## config.mk

```make
export PLATFORM = sky130hd
export DESIGN_NAME = dram_amux_ctrl
export DESIGN_NICKNAME = d
export VERILOG_FILES = /design/src/rtl/dram_amux_pkg.sv /design/src/rtl/dram_cycle_seq.sv /design/src/rtl/dram_addr_mux.sv /design/src/rtl/dram_strobe_gen.sv /design/src/rtl/dram_amux_ctrl.sv
export SDC_FILE = /design/constraint.sdc
export NUM_CORES = 1
export LEC_CHECK = 0
export CAP_MARGIN = 20
export CORE_MARGIN = 4
export CORE_UTILIZATION = 49
export CTS_CLUSTER_DIAMETER = 150
export DETAILED_ROUTE_END_ITERATION = 10
export PLACE_DENSITY_LB_ADDON = 0.3
export SLEW_MARGIN = 30
export SYNTH_ARGS = -nofsm -noshare
export SYNTH_HDL_FRONTEND = slang
export SYNTH_SLANG_ARGS = --single-unit
```

## constraint.sdc

```tcl
create_clock -name clk -period 2.78 [get_ports clk]
set_input_delay 0.278 -clock clk [delete_from_list [all_inputs] [get_ports clk]]
set_output_delay 0.278 -clock clk [all_outputs]
set_load 0.02 [all_outputs]
```

## src/rtl/dram_amux_pkg.sv

```systemverilog
package dram_amux_pkg;
   localparam int RA_W   = 10;
   localparam int A_TOP  = 21;

   typedef enum logic [2:0] {
      SQ_IDLE = 3'd0,
      SQ_ROW  = 3'd1,
      SQ_COL  = 3'd2,
      SQ_CAS  = 3'd3,
      SQ_HOLD = 3'd4,
      SQ_PRE  = 3'd5
   } seq_st_e;
endpackage

```

## src/rtl/dram_cycle_seq.sv

```systemverilog
module dram_cycle_seq
   import dram_amux_pkg::*;
#(
   parameter int HOLD_CYC = 2,
   parameter int PRE_CYC  = 1
)(
   input  logic    clk,
   input  logic    rst_n,
   input  logic    req,
   input  logic    ovr_n,
   output seq_st_e st,
   output logic    start
);
   localparam int MAXC  = (HOLD_CYC > PRE_CYC) ? HOLD_CYC : PRE_CYC;
   localparam int CNT_W = (MAXC < 2) ? 1 : $clog2(MAXC + 1);

   generate
      if (HOLD_CYC < 1) begin : g_bad_hold
         $error("HOLD_CYC must be at least 1");
      end
      if (PRE_CYC < 1) begin : g_bad_pre
         $error("PRE_CYC must be at least 1");
      end
   endgenerate

   seq_st_e          st_nx;
   logic [CNT_W-1:0] cnt, cnt_nx;

   assign start = (st == SQ_IDLE) && req && ovr_n;

   always_comb begin
      st_nx  = st;
      cnt_nx = cnt;
      case (st)
         SQ_IDLE: if (start) st_nx = SQ_ROW;
         SQ_ROW, SQ_COL: begin
            if (!ovr_n) begin
               st_nx  = SQ_PRE;
               cnt_nx = CNT_W'(PRE_CYC - 1);
            end else begin
               st_nx = (st == SQ_ROW) ? SQ_COL : SQ_CAS;
            end
         end
         SQ_CAS: begin
            st_nx  = SQ_HOLD;
            cnt_nx = CNT_W'(HOLD_CYC - 1);
         end
         SQ_HOLD: begin
            if (cnt == '0) begin
               st_nx  = SQ_PRE;
               cnt_nx = CNT_W'(PRE_CYC - 1);
            end else begin
               cnt_nx = cnt - 1'b1;
            end
         end
         SQ_PRE: begin
            if (cnt == '0) st_nx = SQ_IDLE;
            else           cnt_nx = cnt - 1'b1;
         end
         default: st_nx = SQ_IDLE;
      endcase
   end

   always_ff @(posedge clk or negedge rst_n) begin
      if (!rst_n) begin
         st  <= SQ_IDLE;
         cnt <= '0;
      end else begin
         st  <= st_nx;
         cnt <= cnt_nx;
      end
   end

   AST_CANCEL_BEFORE_CAS: assert property (@(posedge clk) disable iff (!rst_n)
      ((st == SQ_ROW || st == SQ_COL) && !ovr_n) |=> (st == SQ_PRE));
   AST_CAS_NOT_ABORTED: assert property (@(posedge clk) disable iff (!rst_n)
      (st == SQ_CAS) |=> (st == SQ_HOLD));
   AST_IDLE_BLOCKED: assert property (@(posedge clk) disable iff (!rst_n)
      ((st == SQ_IDLE) && !ovr_n) |=> (st == SQ_IDLE));
endmodule

```

## src/rtl/dram_addr_mux.sv

```systemverilog
module dram_addr_mux
   import dram_amux_pkg::*;
(
   input  logic [20:1]     a,
   input  logic            big,
   input  logic            col_phase,
   output logic [RA_W-1:0] ra
);
   localparam int LOW_LINES = 7;

   logic [RA_W-1:0] row_v, col_v;

   genvar i;
   generate
      for (i = 0; i < LOW_LINES; i++) begin : g_row_low
         assign row_v[i] = a[i + 2];
      end
      assign col_v[0] = a[1];
      for (i = 1; i < LOW_LINES; i++) begin : g_col_low
         assign col_v[i] = a[i + 10];
      end
   endgenerate

   assign row_v[7] = a[9];
   assign row_v[8] = a[10];
   assign row_v[9] = big & a[19];
   assign col_v[7] = a[17];
   assign col_v[8] = a[18];
   assign col_v[9] = big & a[20];

   assign ra = col_phase ? col_v : row_v;
endmodule

```

## src/rtl/dram_strobe_gen.sv

```systemverilog
module dram_strobe_gen
   import dram_amux_pkg::*;
(
   input  logic    clk,
   input  logic    rst_n,
   input  seq_st_e st,
   input  logic    hi_en,
   input  logic    lo_en,
   input  logic    wr,
   input  logic    bank,
   output logic    ras_n,
   output logic    col_sel,
   output logic    cas0l_n,
   output logic    cas0h_n,
   output logic    cas1l_n,
   output logic    cas1h_n,
   output logic    we_n
);
   logic ras_on, cas_on, act;

   assign ras_on  = (st == SQ_ROW) || (st == SQ_COL) || (st == SQ_CAS) || (st == SQ_HOLD);
   assign cas_on  = (st == SQ_CAS) || (st == SQ_HOLD);
   assign act     = ras_on;

   assign ras_n   = !ras_on;
   assign col_sel = (st == SQ_COL) || cas_on;
   assign cas0l_n = !(cas_on && lo_en && !bank);
   assign cas0h_n = !(cas_on && hi_en && !bank);
   assign cas1l_n = !(cas_on && lo_en &&  bank);
   assign cas1h_n = !(cas_on && hi_en &&  bank);
   assign we_n    = !(act && wr);

   AST_RAS_LEADS_CAS: assert property (@(posedge clk) disable iff (!rst_n)
      (!cas0l_n || !cas0h_n || !cas1l_n || !cas1h_n) |-> (!ras_n && col_sel && $past(!ras_n)));
   AST_WE_STEADY: assert property (@(posedge clk) disable iff (!rst_n)
      (st == SQ_HOLD) |-> $stable(we_n));
   AST_ROW_FIRST: assert property (@(posedge clk) disable iff (!rst_n)
      $fell(ras_n) |-> !col_sel);
endmodule

```

## src/rtl/dram_amux_ctrl.sv

```systemverilog
module dram_amux_ctrl
   import dram_amux_pkg::*;
#(
   parameter int HOLD_CYC = 2,
   parameter int PRE_CYC  = 1
)(
   input  logic            clk,
   input  logic            rst_n,
   input  logic            req,
   input  logic [A_TOP:1]  cpu_addr,
   input  logic            uds_n,
   input  logic            lds_n,
   input  logic            rw,
   input  logic            big_simm,
   input  logic            two_rows,
   input  logic            ext_ack_n,
   output logic [RA_W-1:0] ra,
   output logic            col_sel,
   output logic            ras_n,
   output logic            cas0l_n,
   output logic            cas0h_n,
   output logic            cas1l_n,
   output logic            cas1h_n,
   output logic            we_n
);
   seq_st_e         st;
   logic            start;
   logic [A_TOP:1]  addr_q;
   logic            hi_q, lo_q, wr_q, big_q, two_q, bank_q;
   logic            sel_bit;

   assign sel_bit = big_simm ? cpu_addr[21] : cpu_addr[19];

   always_ff @(posedge clk or negedge rst_n) begin
      if (!rst_n) begin
         addr_q <= '0;
         hi_q   <= 1'b0;
         lo_q   <= 1'b0;
         wr_q   <= 1'b0;
         big_q  <= 1'b0;
         two_q  <= 1'b0;
         bank_q <= 1'b0;
      end else if (start) begin
         addr_q <= cpu_addr;
         hi_q   <= !uds_n;
         lo_q   <= !lds_n;
         wr_q   <= !rw;
         big_q  <= big_simm;
         two_q  <= two_rows;
         bank_q <= two_rows & sel_bit;
      end
   end

   dram_cycle_seq #(.HOLD_CYC(HOLD_CYC), .PRE_CYC(PRE_CYC)) u_seq (
      .clk(clk), .rst_n(rst_n), .req(req), .ovr_n(ext_ack_n),
      .st(st), .start(start)
   );

   dram_addr_mux u_mux (
      .a(addr_q[20:1]), .big(big_q), .col_phase(col_sel), .ra(ra)
   );

   dram_strobe_gen u_stb (
      .clk(clk), .rst_n(rst_n), .st(st),
      .hi_en(hi_q), .lo_en(lo_q), .wr(wr_q), .bank(bank_q),
      .ras_n(ras_n), .col_sel(col_sel),
      .cas0l_n(cas0l_n), .cas0h_n(cas0h_n),
      .cas1l_n(cas1l_n), .cas1h_n(cas1h_n), .we_n(we_n)
   );

   AST_ONE_ROW_QUIET: assert property (@(posedge clk) disable iff (!rst_n)
      (!two_q) |-> (cas1l_n && cas1h_n));
   AST_RA9_SMALL: assert property (@(posedge clk) disable iff (!rst_n)
      (!big_q && !ras_n) |-> !ra[9]);
   AST_ONE_ROW_STROBED: assert property (@(posedge clk) disable iff (!rst_n)
      $onehot0({!cas0l_n || !cas0h_n, !cas1l_n || !cas1h_n}));
endmodule

```

Yosys cells after proc, flatten, opt, wreduce, memory -nomap -nowiden:

Cells that the tools add are included.
W data, S select, Z words.

* $add $sub $neg: 1
* equality and inequality tests: 10
* mux-type cells: 12
* bitwise gates (word level): 3
* reduce and logical (&&, ||, !) cells: 30

Operators by type and width (count)
* $pmux W3 S5: 1
* $mux W3: 4
* $logic_not A1 Y1: 10
* $mux W10: 1
* $logic_and A1 B1 Y1: 9
* $pmux W2 S4: 1
* $eq A3 B2 Y1 const B: 2
* $eq A3 B3 Y1 const B: 2
* $mux W2: 3
* $ne A2 B2 Y1 const B: 3
* $reduce_and A3 Y1: 2
* $logic_or A1 B1 Y1: 5
* $ne A2 B1 Y1 const B: 2
* $reduce_bool A4 Y1: 1
* $and A1 B1 Y1: 3
* $eq A3 B1 Y1 const B: 1
* $logic_not A3 Y1: 1
* $logic_not A2 Y1: 1
* $mux W1: 2
* $reduce_or A2 Y1: 1
* $sub A2 B1 Y2 const B: 1

* bits in registers: 30
* input port bits: 30
* output and inout bits: 17
* logic and storage cells: 64

Depth between registers and ports, before layout:

Gate-level depths: netlist of the first run.

* word-level depth: 6
* gate-level depth with buffers: 6
* mapped depth without buffers: 6

Modules after synthesis:

A second synthesis of the first run with hierarchy kept.

* cells, all modules: 121
* area, all modules: 1636.6 um^2

Modules (own cells, without submodules)
* dram_amux_ctrl: instances 1, cells each 59, area an instance 1017.2 um^2, seq. area each 625.6 um^2
* dram_cycle_seq: instances 1, cells each 36, area an instance 365.4 um^2, seq. area each 125.1 um^2
* dram_addr_mux: instances 1, cells each 12, area an instance 162.7 um^2, seq. area each 0.0 um^2
* dram_strobe_gen: instances 1, cells each 14, area an instance 91.3 um^2, seq. area each 0.0 um^2

Worst setup path after synthesis of the first run:

No wires, ideal clock.

* path type: register to output
* start point: register u_seq.st[1]
* end point: output port ra[0]
* arrival time: 1.405 ns
* required time: 2.502 ns
* setup slack: 1.097 ns
* cell stages (with the launch flop): 6
* path buffers: 2
* cell sequence: dfrtp_1 buf_2 nand2b_1 o21a_1 buf_2 mux2_2

* word-level cells in the longest chain between the ends: 4
* elaborated cells on any way between the ends: 6
* those cells by class: eq/ne (3); mux (1); reduce/logical (2)

RTL lines
* start, declared: line dram_cycle_seq.sv:11 `output seq_st_e st,`
* start signal, assigned: line dram_cycle_seq.sv:69 `st <= st_nx;`
* $eq A3 B2 Y1 / $eq A3 B3 Y1 (equally long branches): line dram_strobe_gen.sv:22 `assign cas_on = (st == SQ_CAS) || (st == SQ_HOLD);`
* $logic_or A1 B1 Y1: line dram_strobe_gen.sv:22
* $logic_or A1 B1 Y1 (*): line dram_strobe_gen.sv:26 `assign col_sel = (st == SQ_COL) || cas_on;`
* $mux W10 (*): line dram_addr_mux.sv:31 `assign ra = col_phase ? col_v : row_v;`
* end, declared: line dram_amux_ctrl.sv:17 `output logic [RA_W-1:0] ra,`

Mark *: on every way between the ends. The rest lies on a longest branch, timed or not.

Final worst setup path of the first run:

* start point: register u_seq.st[2]
* end point: output port ra[2]

Same word-level chain as after synthesis.

==> reports/metrics.csv, run 1 <==
metric;value;unit
swShare;38.8;%
rows;19;
path_cells;nand2b_1 -> o21a_2 -> mux2_2 -> clkdlybuf4s50_1;
antenna_left;0;
portBuffers;46;
grt_overflow;0;
p_seq_share;33.7;%
yosysUniqueCellTypes;27;
ys_warn_count;0;
tightestPinTransition;0.825;ns
required;2.50;ns
power_frac_comb;52.3;%
dp_worst_setup_slack;0.297;ns
grt_first_pass_wirelength;5510;um
post-place-cells;234;
fin_area;2050;um^2
status;finished clean;
vdd_drop_max;0.634;mV
die-area;3990;um^2
p_sw;888;uW
layout_setup_ws;0.188;ns
crit_cells;4;
fin_tns_setup;0;ns
post-route-period-util;93.3;%
cts_buffer_depth;2;
fin_cells;242;
fin_crit;2.59;ns
critPathLaunchType;register;
ios;47;
endpoint;ra[2];
fin_skew;0.0125;ns
dp_hpwl;2480;um
h-tree-depth;2;
drtIter0Drc;58;
syn_nets;196;
clock-sinks;30;
syn_to_final_growth;37.2;%
maxSlewViolCount;0;
track_usage;18.0;%
vias;1214;
cp_max_fo;11;
cts_buffers;5;
drc_errors;0;
hold_viol;0;
power_frac_clock;13.9;%
hold_class;primary input to asynchronous set/reset pin;
vias_per_cell;5.02;
placed_cell_area;1960;um^2
relSlewSlack;45.0;%
path_class;register to output port;
cp.arrival;2.31;ns
hold_ws;0.332;ns
cts-root-buf;clkbuf_4;
p_int;1.40;mW
worstSetupStartpoint;u_seq.st[2];
r2r-end;wr_q;
r2r_slack;0.87;ns
reg2reg_from;u_seq.st[2];
grt_max_degree;31;
grt_pass1_vias;1213;
synth_seq_area_share;50.3;%
drive_gt1_share;12.3;%
finalWirelength;3350;um
critPathTopFamily;buffers and inverters;
ys_ff_latch;30;
grt_setup_unrepaired;false;
setup.worst_path.end_class;output port;
worst-r2r-cell-count;3;
synthCells;163;
routabilityCongestion;0.839;
fmax;386;MHz
routedWlPerCell;13.8;um
dr.pass1.iters;6;
cts_tree;built;
cap_violations;0;
p_leak;0.976;nW
path_buf_inv;1;
fp.dieW;63.2;um
slowest_delay;0.56;ns
syn-cell-area;1490;um^2
initial_core_util;52.7;%
core;2830;um^2
setup_violations;0;
final_net_count;243;
antenna_cells;0;
p_per_area;1120;nW/um^2
antenna_found_initial;0;
clk_latency;0.34;ns
synth.avg_cell_area;9.15;um^2
slowest_stage;clkdlybuf4s50_1;
path_clk_slew;0.10;ns
chipHeight;63.2;um
## Yosys cell counts
library cell  count  area share [%]
a21oi_1           2            0.67
ha_1              3             2.5
nor2b_1           2            0.84
nor4_2            1            0.84
buf_4             1            0.50
o21ai_0           7             2.3
inv_1             4             1.0
nor2_1            2            0.50
nand3b_1          3             1.5
mux2_2           11             8.3
buf_6             2             1.5
or4_1             1            0.50
clkbuf_1          2            0.50
o21a_1            1            0.50
nand2_1          70              18
nand3_1           3             1.0
o32ai_1           1            0.59
nand2b_1          3             1.3
xor2_1            1            0.59
mux2i_1           3             2.0
a211o_1           1            0.59
buf_2             4             1.3
nor3b_1           1            0.50
xnor2_1           2             1.2
dfrtp_1          30              50
o21bai_1          1            0.50
or2_2             1            0.42
## per-layer routing
metal | part of all wire [%] | track usage [%] | wire length (um) | vias to the layer above
met5 | 0 | 0 | 0 | -
met4 | 1.6 | 6.47 | 52 | 0
met3 | 5.6 | 6.75 | 186 | 4
met2 | 51 | 32.4 | 1710 | 34
met1 | 42 | 19.0 | 1400 | 561
li1 | - | - | - | 615
## area by class of cell
type	instances	area (um^2)
inverters	4	15.0
repair buffers	49	483
flip-flops and latches	30	752
multi-input cells	120	678
well taps	31	38.8
fillers	229	783
clock buffers	8	78.8
## power by group through the flow
stage                     registers [mW]  clock network [mW]  logic, mW
after global routing               0.796               0.348       1.31
final                              0.771               0.319       1.20
after detailed placement           0.780                   0       1.21
after floorplan                    0.714                   0      0.807
after CTS                          0.769               0.325       1.22
after global placement             0.763                   0       1.16
## registers in the layout (all words and copies together) (netlist names)
register	count
addr_q	20
hi_q	1
bank_q	1
wr_q	1
lo_q	1
big_q	1
u_seq.cnt	2
u_seq.st	3
## cells by family (layout without fill, tap and decap cells)
| group | Yosys count | in the layout | share of synthesized area [%] |
|---|---|---|---|
| muxes | 14 | 14 | 10.3 |
| buffers and inverters | 13 | 61 | 4.87 |
| adders and majority gates | 3 | 3 | 2.52 |
| AOI/OAI and AO/OA | 13 | 13 | 5.20 |
| xor gates and xnor gates | 3 | 3 | 1.76 |
| DFF | 30 | 30 | 50.3 |
| and+or+nand+nor | 87 | 87 | 25.0 |
## how the worst min path moves through the flow
stage	from	end	slack (ns)	cells after the start
final	rst_n	addr_q[3]	0.33	2
after global routing	rst_n	addr_q[13]	0.36	2
after CTS	rst_n	addr_q[3]	0.35	2
after detailed placement	big_q	big_q	0.46	2
after global placement	addr_q[7]	addr_q[7]	0.45	2
after floorplan	rst_n	addr_q[10]	-0.02	0
## worst reg2reg max path, delay by kind of cell (launching register included)
family          cells  cell delay [ns]
simple gates        2             1.15
compound gates      1             0.10
flops               1             0.51
## cell usage in the layout (no fill, tap or decap), drive strengths merged
cell,netlist,final
nand3b,3,3
nand3,3,3
or2,1,1
xnor2,2,2
mux2i,3,3
inv,4,4
mux2,11,11
ha,3,3
nand2,70,70
o21ai,7,7
a211o,1,1
or4,1,1
clkbuf,2,8
clkdlybuf4s50,0,46
nor2,2,2
o21bai,1,1
nor3b,1,1
dfrtp,30,30
nor4,1,1
a21oi,2,2
o21a,1,1
nor2b,2,2
nand2b,3,3
buf,7,3
o32ai,1,1
xor2,1,1
## through the flow
step / util, % / total power, mW
finish: 72.3 / 2.29
global route: 72.3 / 2.45
CTS: 72.3 / 2.31
detailed placement: 69.4 / 1.99
global placement: 69.4 / 1.93
floorplan: - / 1.52
## repair_timing
item                                    CTS  global route
setup buffers                             0             0
resized for setup                         1             1
hold buffers                              0             0
endpoints found under the setup margin    9             1
No activity file was read; power rests on OpenSTA's default activity.
==> run 2: changes to the inputs <==
--- a/config.mk
+++ b/config.mk
@@ -10,7 +10,7 @@
 export CORE_UTILIZATION = 49
 export CTS_CLUSTER_DIAMETER = 150
 export DETAILED_ROUTE_END_ITERATION = 10
-export PLACE_DENSITY_LB_ADDON = 0.3
+export PLACE_DENSITY = 0.94
 export SLEW_MARGIN = 30
 export SYNTH_ARGS = -nofsm -noshare
 export SYNTH_HDL_FRONTEND = slang
==> run 2 against run 1 <==
Against the previous run:
- sequential share of layout area is 0.19 points higher
- sequential cell count stayed put
- die area did not move
- final cell count rose by 0.41%
- hold slack worse by 0.0060 ns
- non-clock buffer count grew 1
- fmax shrank 1.3%
- clock skew is 0.0060 ns lower
- wire length is 5.3% lower
- largest cell class unchanged
- largest power group unchanged
- highest routed layer unchanged
==> reports/metrics.csv, run 2 (same netlist as run 1, synthesis figures left out) <==
metric;value;unit;change
status;finished clean;;
final_common_cell;nand2_1;;
dr.pass1.iters;6;;unchanged
layout_setup_ws;0.154;ns;-0.0332 ns
core;2830;um^2;unchanged
total_power;2.24;mW;-2.1%
p_int;1.36;mW;-3.0%
clock-sinks;30;;unchanged
fp.dieW;63.2;um;unchanged
placed_cell_area;1970;um^2;+0.38%
hold_class;primary input to asynchronous set/reset pin;;
use_met1;17.8;%;-1.2 points
required;2.50;ns;about the same
utilization;71.8;%;-0.49 points
final_net_count;244;;+0.41%
largest_reg_flops;20;;unchanged
p_sw;882;uW;-0.65%
ios;47;;unchanged
path_clk_slew;0.09;ns;about the same
critPathTopFamily;buffers and inverters;;
cp.arrival;2.35;ns;+0.04 ns
path_buf_inv;2;;+1
holdBufCountCts;0;;unchanged
dp_worst_setup_slack;0.528;ns;+0.231 ns
fin_crit;2.63;ns;+0.0332 ns
cap_violations;0;;unchanged
initial_core_util;52.7;%;unchanged
use_met3;6.04;%;-0.71 points
antenna_cells;0;;unchanged
chipHeight;63.2;um;unchanged
fin_cells;243;;+0.41%
vdd_drop_max;0.595;mV;-6.2%
syn_to_final_growth;36.2;%;
layout_common_cells;70 x nand2_1, 46 x clkdlybuf4s50_1, 30 x dfrtp_1;;
setup_violations;0;;unchanged
relSlewSlack;41.7;%;-3.3 points
slowest_delay;0.54;ns;-0.02 ns
top_usage_layer;met2;;
rows;19;;unchanged
die-area;3990;um^2;unchanged
slowest_stage;dfrtp_1;;
path_cells;nand2b_1 -> o21a_1 -> buf_4 -> mux2_2 -> clkdlybuf4s50_1;;
cp_max_fo;11;;unchanged
routabilityCongestion;0.768;;-8.5%
drive_gt1_share;11.3;%;-1.0 points
dp_hpwl;2330;um;-6.2%
cts_setup_buffers;0;;unchanged
ctsResizeCount;0;;-1
cts_tree;built;;
grt_overflow;0;;unchanged
reg_top3;addr_q (20), u_seq.st (3), u_seq.cnt (2);;
critPathLaunchType;register;;
top_register;addr_q;;
maxSlewViolCount;0;;unchanged
grt_first_pass_wirelength;5210;um;-5.4%
swShare;39.4;%;+0.56 points
fin_skew;0.00655;ns;-0.00597 ns
tightestPinTransition;0.875;ns;+0.0499 ns
p_per_area;1100;nW/um^2;-1.4%
finalWirelength;3170;um;-5.3%
grt_max_degree;31;;unchanged
antenna_found_initial;0;;unchanged
drtIter0Drc;52;;-10%
setup.worst_path.end_class;output port;;
track_usage;16.9;%;-1.1 points
p_seq_share;34.1;%;+0.4 points
post-place-cells;235;;+0.43%
p_leak;0.972;nW;-0.38%
routedWlPerCell;13.0;um;-5.7%
power_frac_clock;11.9;%;-2.0 points
cts_buffer_depth;2;;unchanged
power_frac_comb;54.0;%;+1.7 points
met2_usage;30.4;%;-2.0 points
fmax;381;MHz;-1.3%
fin_area;2030;um^2;-0.67%
grt_pass1_vias;1242;;+2.4%
hold_ws;0.326;ns;-0.00599 ns
antenna_left;0;;unchanged
hold_viol;0;;unchanged
cts_buffers;5;;unchanged
cts-root-buf;clkbuf_4;;
portBuffers;46;;unchanged
vias;1244;;+2.5%
drc_errors;0;;unchanged
path_class;register to output port;;
post-route-period-util;94.4;%;+1.2 points
fin_tns_setup;0;ns;unchanged
vias_per_cell;5.12;;+2.0%
grt_setup_unrepaired;false;;
h-tree-depth;2;;unchanged
clk_latency;0.33;ns;about the same
[run 2: final timing paths]
kind	start	end	slack [ns]	cells past startpoint
hold / removal	rst_n	addr_q[9]	0.33	2
hold reg to reg	addr_q[15]	addr_q[15]	0.48	2
setup reg to reg	u_seq.st[0]	hi_q	0.86	4
min in group clk	cpu_addr[6]	addr_q[6]	0.47	3
setup / recovery	u_seq.st[1]	ra[8]	0.15	5
max in group asynchronous	rst_n	u_seq.cnt[1]	2.17	2
[run 2: power groups by stage]
stage / combinational, mW / sequential, mW / clock (mW)
after detailed placement: 1.22 / 0.773 / 0
after global placement: 1.18 / 0.759 / 0
after floorplan: 0.807 / 0.714 / 0
final: 1.21 / 0.763 / 0.267
after global routing: 1.32 / 0.789 / 0.297
after CTS: 1.22 / 0.763 / 0.276
[run 2: cell type report]
class / instances / area, um^2
Fill cell: 206 / 797
Sequential cell: 30 / 751
Multi-Input combinational cell: 120 / 677
Timing Repair Buffer: 50 / 490
Clock buffer: 7 / 55.1
Tap cell: 31 / 38.8
Inverter: 4 / 15.0
Clock inverter: 1 / 5.00
[run 2: layer usage]
metal	wire, um	part of all wire, %	vias to the layer above
li1	-	-	622
met1	1320	42	585
met5	0	0	-
met2	1630	51	32
met4	46	1.5	0
met3	177	5.6	5
==> run 3: changes to the inputs <==
--- a/config.mk
+++ b/config.mk
@@ -7,10 +7,11 @@
 export LEC_CHECK = 0
 export CAP_MARGIN = 20
 export CORE_MARGIN = 4
-export CORE_UTILIZATION = 49
+export CORE_UTILIZATION = 40
 export CTS_CLUSTER_DIAMETER = 150
 export DETAILED_ROUTE_END_ITERATION = 10
-export PLACE_DENSITY = 0.94
+export PLACE_DENSITY = 0.8
+export SETUP_SLACK_MARGIN = 0.15
 export SLEW_MARGIN = 30
 export SYNTH_ARGS = -nofsm -noshare
 export SYNTH_HDL_FRONTEND = slang
==> run 3 against run 2 <==
Against the previous run:
- wire length down 0.47%
- die area rose by 20%
- combinational power hardly changed
- critical endpoint is now ra[4]
- largest cell class unchanged
==> reports/metrics.csv, run 3 (same netlist as run 1, synthesis figures left out) <==
metric;value;unit;change
grt_overflow;0;;unchanged
routabilityCongestion;0.819;;+6.7%
routed.top_layer;met4;;
final_net_count;244;;unchanged
final_common_cell;nand2_1;;
layout_common_cells;70 x nand2_1, 46 x clkdlybuf4s50_1, 29 x dfrtp_1;;
h-tree-depth;2;;unchanged
path_class;register to output port;;
fillers;316;;+53%
ios;47;;unchanged
die-area;4770;um^2;+20%
vias;1193;;-4.1%
finalWirelength;3150;um;-0.47%
grt_max_degree;31;;unchanged
antenna_found_initial;0;;unchanged
cap_violations;0;;unchanged
cp_max_fo;11;;unchanged
tightestPinTransition;0.645;ns;-0.230 ns
antenna_cells;0;;unchanged
grt_first_pass_wirelength;5400;um;+3.6%
portBuffers;46;;unchanged
critPathLaunchType;register;;
track_usage;14.0;%;-2.9 points
hold_viol;0;;unchanged
syn_to_final_growth;40.2;%;
total_power;2.33;mW;+3.9%
maxSlewViolCount;0;;unchanged
cts_tree;built;;
vdd_drop_max;0.555;mV;-6.6%
fin_cells;258;;+6.2%
relSlewSlack;56.7;%;+15 points
hold_class;primary input to asynchronous set/reset pin;;
wl_met2;1460;um;-11%
drive_gt1_share;12.3;%;+0.94 points
p_per_area;1110;nW/um^2;+0.97%
rows;21;;+2
required;2.50;ns;about the same
fin_crit;2.50;ns;-0.129 ns
holdBufCountCts;0;;unchanged
path_cells;nand2b_1 -> o21a_4 -> mux2_2 -> clkdlybuf4s50_1;;
grt_pass1_vias;1201;;-3.3%
reg_top3;addr_q (20), u_seq.st (3), u_seq.cnt (2);;
p_leak;0.986;nW;+1.4%
wl_met3;179;um;+1.1%
cts_buffers;5;;unchanged
drc_errors;0;;unchanged
fin_skew;0.0169;ns;+0.0104 ns
chipHeight;69.1;um;+9.3%
fp.dieW;69.1;um;+9.3%
utilization;60.3;%;-12 points
cts_buffer_depth;2;;unchanged
fin_tns_setup;0;ns;unchanged
cts-root-buf;clkbuf_8;;
initial_core_util;43.0;%;-9.7 points
cp.arrival;2.22;ns;-0.13 ns
setup.worst_path.end_class;output port;;
largest_reg_flops;20;;unchanged
ff_latch_area;752;um^2;+0.17%
slowest_delay;0.54;ns;about the same
status;finished clean;;
routedWlPerCell;12.2;um;-6.3%
multi_input_area;684;um^2;+1.1%
post-route-period-util;89.8;%;-4.6 points
antenna_left;0;;unchanged
dr.pass1.iters;4;;-2
ctsResizeCount;1;;+1
top_register;addr_q;;
fin_area;2090;um^2;+2.9%
path_clk_slew;0.07;ns;-0.02 ns
post-place-cells;250;;+6.4%
wl_met1;1440;um;+9.5%
core;3470;um^2;+23%
slowest_stage;clkdlybuf4s50_1;;
dp_hpwl;2250;um;-3.3%
clk_latency;0.29;ns;-0.04 ns
fmax;400;MHz;+5.2%
drtIter0Drc;51;;-1.9%
clock-sinks;30;;unchanged
grt_setup_unrepaired;false;;
placed_cell_area;1990;um^2;+0.95%
vias_per_cell;4.62;;-9.7%
setup_violations;0;;unchanged
cts_setup_buffers;0;;unchanged
-- run 3: final cells by class --
class                           instances  area share, %
Clock buffer                            7           4.13
Clock inverter                          1          0.239
Inverter                                4          0.718
Multi-Input combinational cell        120           32.7
Sequential cell                        30           36.0
Tap cell                               46           2.75
Timing Repair Buffer                   50           23.5
-- run 3: critical path: cells and delay by family (launching register included) --
family / cells / cell delay, ns
compound gates: 1 / 0.26
buf+inv: 1 / 0.54
flops: 1 / 0.53
mux: 1 / 0.36
simple gates: 1 / 0.25
-- run 3: worst paths after layout --
| path | start | end | slack, ns | cells past startpoint |
|---|---|---|---|---|
| max in group asynchronous | rst_n | u_seq.st[2] | 2.11 | 2 |
| worst max-delay path | u_seq.st[1] | ra[4] | 0.28 | 4 |
| worst min register to register | addr_q[18] | addr_q[18] | 0.47 | 2 |
| worst min-delay path | rst_n | addr_q[19] | 0.36 | 2 |
| min in group clk | addr_q[18] | addr_q[18] | 0.47 | 2 |
| worst max register to register | u_seq.st[0] | addr_q[5] | 1.13 | 5 |
-- run 3: routing by layer --
metal | global-route usage [%] | vias up
met2 | 22.8 | 31
met1 | 16.5 | 538
met3 | 4.36 | 8
li1 | - | 616
met5 | 0 | -
met4 | 7.16 | 0
-- run 3: through the flow --
step | hold WS (ns) | setup slack [ns]
2_1_floorplan | -0.0176 | 1.10
3_3_place_gp | 0.455 | 0.352
5_1_grt | 0.407 | 0.153
4_1_cts | 0.383 | 0.197
6_report | 0.363 | 0.283
3_5_place_dp | 0.460 | 0.325
-- run 3: where the power goes --
group          switching, mW  leakage [nW]  internal, mW  total (mW)
clock network          0.165        0.0482         0.199       0.364
logic                  0.583         0.560         0.607        1.19
registers              0.140         0.378         0.632       0.772
total                  0.887         0.986          1.44        2.33
